[src/rtl/mc_pipe.sv]
module mc_pipe #(
  parameter int IW    = 8,
  parameter int DEPTH = 16,
  parameter int LAT   = 3,
  localparam int AW   = $clog2(DEPTH),
  localparam int CW   = $clog2(LAT) + 1
) (
  input  logic          clk,
  input  logic          rst_n,
  input  logic          ld_en,
  input  logic [AW-1:0] ld_addr,
  input  logic [IW:0]   ld_data,
  input  logic          run,
  input  logic [AW:0]   prog_len,
  output logic [3:0]    stage_occ,
  output logic          wb_valid,
  output logic [IW-1:0] wb_data
);

  logic [IW:0]   imem [DEPTH];
  logic [AW:0]   pc;
  logic          b1_v, b2_v, wb_v;
  logic [IW:0]   b1_d, b2_d;
  logic [IW-1:0] wb_d;
  logic [CW-1:0] cnt;

  wire stall    = cnt != '0;
  wire fetch_go = run && (pc < prog_len) && !stall;

  always_ff @(posedge clk)
    if (ld_en) imem[ld_addr] <= ld_data;

  always_ff @(posedge clk) begin
    if (!rst_n) begin
      pc   <= '0;
      b1_v <= 1'b0;
      b2_v <= 1'b0;
      wb_v <= 1'b0;
      b1_d <= '0;
      b2_d <= '0;
      wb_d <= '0;
      cnt  <= '0;
    end else begin
      if (!stall) begin
        b1_v <= fetch_go;
        if (fetch_go) begin
          b1_d <= imem[pc[AW-1:0]];
          pc   <= pc + 1'b1;
        end
        b2_v <= b1_v;
        b2_d <= b1_d;
        cnt  <= (b1_v && b1_d[IW]) ? CW'(LAT - 1) : '0;
      end else begin
        cnt <= cnt - 1'b1;
      end
      wb_v <= b2_v && !stall;
      wb_d <= b2_d[IW-1:0];
    end
  end

  assign stage_occ = {wb_v, b2_v, b1_v, fetch_go};
  assign wb_valid  = wb_v;
  assign wb_data   = wb_d;

  p_b2_hold_r5: assert property (@(posedge clk) disable iff (!rst_n)
    stall |=> $stable(b2_v) && $stable(b2_d));

  p_b1_hold_r5: assert property (@(posedge clk) disable iff (!rst_n)
    stall |=> $stable(b1_v) && $stable(b1_d) && $stable(pc));

  p_bubble_r4: assert property (@(posedge clk) disable iff (!rst_n)
    stall |=> !wb_valid);

  p_long_start_r3: assert property (@(posedge clk) disable iff (!rst_n)
    $rose(stall) |-> b2_v && b2_d[IW]);

  p_no_ghost_r7: assert property (@(posedge clk) disable iff (!rst_n)
    !b2_v |=> !wb_valid);

  p_complete_r6: assert property (@(posedge clk) disable iff (!rst_n)
    (b2_v && !stall) |=> wb_valid && (wb_data == $past(b2_d[IW-1:0])));

endmodule

[config.mk]
export PLATFORM = sky130hd
export DESIGN_NAME = mc_pipe
export DESIGN_NICKNAME = d
export VERILOG_FILES = /design/src/rtl/mc_pipe.sv
export SDC_FILE = /design/constraint.sdc
export NUM_CORES = 1
export LEC_CHECK = 0
export BUFFER_PORTS_ARGS = -buffer_cell sky130_fd_sc_hd__buf_4
export CAP_MARGIN = 20
export CORE_MARGIN = 5
export CORE_UTILIZATION = 54
export CTS_CLUSTER_DIAMETER = 30
export DETAILED_ROUTE_END_ITERATION = 10
export GPL_ROUTABILITY_DRIVEN = 0
export PLACE_DENSITY = 0.74
export SLEW_MARGIN = 20
export SYNTH_ARGS = -nofsm -noshare
export SYNTH_HDL_FRONTEND = slang
export SYNTH_SLANG_ARGS = --single-unit
[constraint.sdc]
create_clock -name clk -period 1.8 [get_ports clk]
set_clock_uncertainty 0.1 [all_clocks]
set_input_delay 0.18 -clock clk [delete_from_list [all_inputs] [get_ports clk]]
set_output_delay 0.18 -clock clk [all_outputs]
set_load 0.01 [all_outputs]
==> flow_summary.toml <==
[status]
status = "finished with violations"
violations = "setup timing"

[timing]
worstMarginPinSlew_ns = 0.4796
fmax_mhz = 503.5
max_slew_margin = 0.6800
whs_ns = 0.01419
period_minus_slack_ns = 1.986
setup_viol_count_final = 11
hold_viol = 0
worst_slack_ns = -0.1862
fin_crit_sh = 1.103
grt_setup_unrepaired = "yes"
drv_slew = 0

[synthesis]
synth_top_cell_area_share = 0.6210
yosysMostFrequentCell = "edfxtp_1"
synth_edf_count = 144
synthTopCellsByCount = "144 x edfxtp_1, 40 x mux2i_1, 36 x dfxtp_1"
synth_flop_cell = "edfxtp_1"
synth_top_cell_by_area = "edfxtp_1"
syn-num-nets = 455
yosys.cell_types.count = 36
syn_area_per_cell_um2 = 16.34
synthCells = 426
synthTopCellsByArea = "edfxtp_1 62%, dfxtp_1 10%, mux4_2 5.8%"
synthesis.area_um2 = 6963
async_flop_share = 0
ys_seq_area_frac = 0.7245
synth_warnings = 0
ys_seq_elements = 180

[cells_and_area]
antenna_cells = 0
final.fill_count = 887
area_growth_pct = 22.07
final_layout_size_suffix_gt1_frac = 0.3032
fin_nets = 547
finalInstanceArea_um2 = 8499

[die]
die_w_um = 123.6
fp.dieArea_um2 = 15270
initial_utilization = 0.5518
die_y_um = 123.6
pin_count = 35
core_area_um2 = 12620
rows = 41

[power_and_ir_drop]
peakVddDrop_mv = 0.7182
power.density_nw_per_um2 = 1288
p_leak_nw = 2.927

[grt]
grt_antenna_before_repair = 0
grt_remaining_overflow = 0
grt_pass1_wl_um = 21650
grt_max_degree = 40
track_usage = 0.1984
grt_pass1_vias = 3936

[clock_network]
clk_pin_slew_ns = 0.06
htreeDepth = 4
cts_sinks = 180
worstSkewPairLatency_ns = 0.43
cts_made_buffers = 17
root_buffer = "clkbuf_16"
cts_buffer_depth = 2
tritoncts = "built"

[worst_hold_path]
hp-class = "in -> reg"

[critical_path]
r2r_cells = 10
critical_path.max_fanout = 2
critPathArrivalTime_ns = 1.71
crit_end = "stage_occ[0]"
r2r_setup_slack_ns = -0.09
crit_start = "cnt[0]$_SDFF_PN0_"
path_class = "reg -> out"
r2r-start = "cnt[0]$_SDFF_PN0_"
end_kind = "output pin"
crit_required_ns = 1.52
reg2reg_to = "b1_d[4]$_SDFFE_PN0P_"
start_kind = "register"

[detailed_routing]
wl_um = 13940
firstDrtPassIters = 5
post_drt_wl_per_cell_um = 19.83
vias = 3941
drc = 0
dr.first_iter.drc_count = 353
ant_nets = 0
via_per_inst = 5.606

[placed_design]
place_area_um2 = 7679
io_buffers = 34
hpwl_um = 9110

[run]
cap_violations = 0
[placed cells by master (no fill, tap or decap), types with 5 or more instances in the layout]
master / count
a21boi_0: 9
nor2b_1: 5
dlygate4sd3_1: 8
mux2i_1: 40
edfxtp_1: 144
nor2_1: 12
mux4_2: 18
o22ai_1: 18
dfxtp_2: 6
clkinvlp_4: 5
and2_1: 10
a31oi_1: 9
buf_4: 84
o21ai_0: 9
nand2b_1: 6
nand2_1: 34
dfxtp_1: 29
a211oi_1: 5
clkbuf_16: 17
[power breakdown]
group          switching [W]  internal [W]  total, W
Clock                0.00149       0.00203   0.00352
Combinational        0.00119       0.00132   0.00251
Sequential          0.000138       0.00478   0.00492
Total                0.00282       0.00813    0.0110
[what timing repair did]
action | 4_1_cts | 5_1_grt
endpoints found under the hold margin | 128 | 0
setup buffers | 6 | 7
endpoints found under the setup margin | 12 | 14
pin swaps | 4 | 4
resized for setup | 20 | 6
hold buffers | 8 | 0
[registers in the layout, summed over array words and instances, names as in the netlist]
name,flops
b2_v,1
cnt,3
wb_valid,1
b2_d,8
wb_data,8
b1_d,9
b1_v,1
imem,144
pc,5
[worst max-delay path: stages (launching register included)]
cell and delay, ns:
dfxtp_2 0.32, inv_2 0.07, ha_4 0.14, and2b_2 0.16
nand4b_1 0.16, a31oi_4 0.21, buf_6 0.13, buf_6 0.09
[per-layer routing]
| layer | GRT usage | vias up | share of wire |
|---|---|---|---|
| li1 | - | 1816 | - |
| met1 | 0.2618 | 1955 | 0.42 |
| met2 | 0.3214 | 153 | 0.50 |
| met3 | 0.05352 | 17 | 0.067 |
| met4 | 0.06782 | 0 | 0.017 |
| met5 | 0 | - | 0 |
[area by class of cell]
class                      instances  area (um2)  area share
sequential                       180        5056      0.5949
multi-input combinational        214        1815      0.2136
timing repair buffer              99       824.5     0.09701
clock buffer                      19       432.9     0.05093
tap                              172       215.2     0.02532
clock inverter                    13       132.6     0.01560
inverter                           6       22.52    0.002650
[kinds of logic (layout without fill, tap and decap cells)]
kind of cell    count (synthesis)  after routing  share of synthesized area
compound gates                 60             60                    0.05714
mux                            58             58                     0.1157
simple gates                   88             88                    0.06307
fa+ha+maj                       7              7                    0.01258
xor+xnor                        1              1                   0.001258
buf+inv                        32            137                    0.02570
flops                         180            180                     0.7245
[how the worst min path moves through the flow]
stage                     cells past startpoint  slack [ns]                  from                     to
after floorplan                               0        0.18            ld_data[0]   imem[0][0]$_DFFE_PP_
after global placement                        1        0.34  b2_d[4]$_SDFFE_PN0P_  wb_data[4]$_SDFF_PN0_
after detailed placement                      1        0.34  b2_d[1]$_SDFFE_PN0P_  wb_data[1]$_SDFF_PN0_
after CTS                                     1      0.0007            ld_data[6]  imem[12][6]$_DFFE_PP_
after global routing                          1        0.01            ld_data[6]  imem[12][6]$_DFFE_PP_
final                                         1        0.01            ld_data[6]  imem[12][6]$_DFFE_PP_
[per-stage QoR]
stage	total power (W)	setup slack [ns]	instances	utilization	TNS, ns
after floorplan	0.006436	0.08065	426	-	0
after global placement	0.007099	-0.01914	652	0.6085	-0.02022
after detailed placement	0.007159	-0.08198	652	0.6085	-0.2034
after CTS	0.01084	-0.1658	697	0.6688	-0.1658
after global routing	0.01144	-0.2604	703	0.6735	-1.746
final	0.01095	-0.1862	703	0.6735	-0.6264
Note: power is estimated with default switching activity, not from simulation.
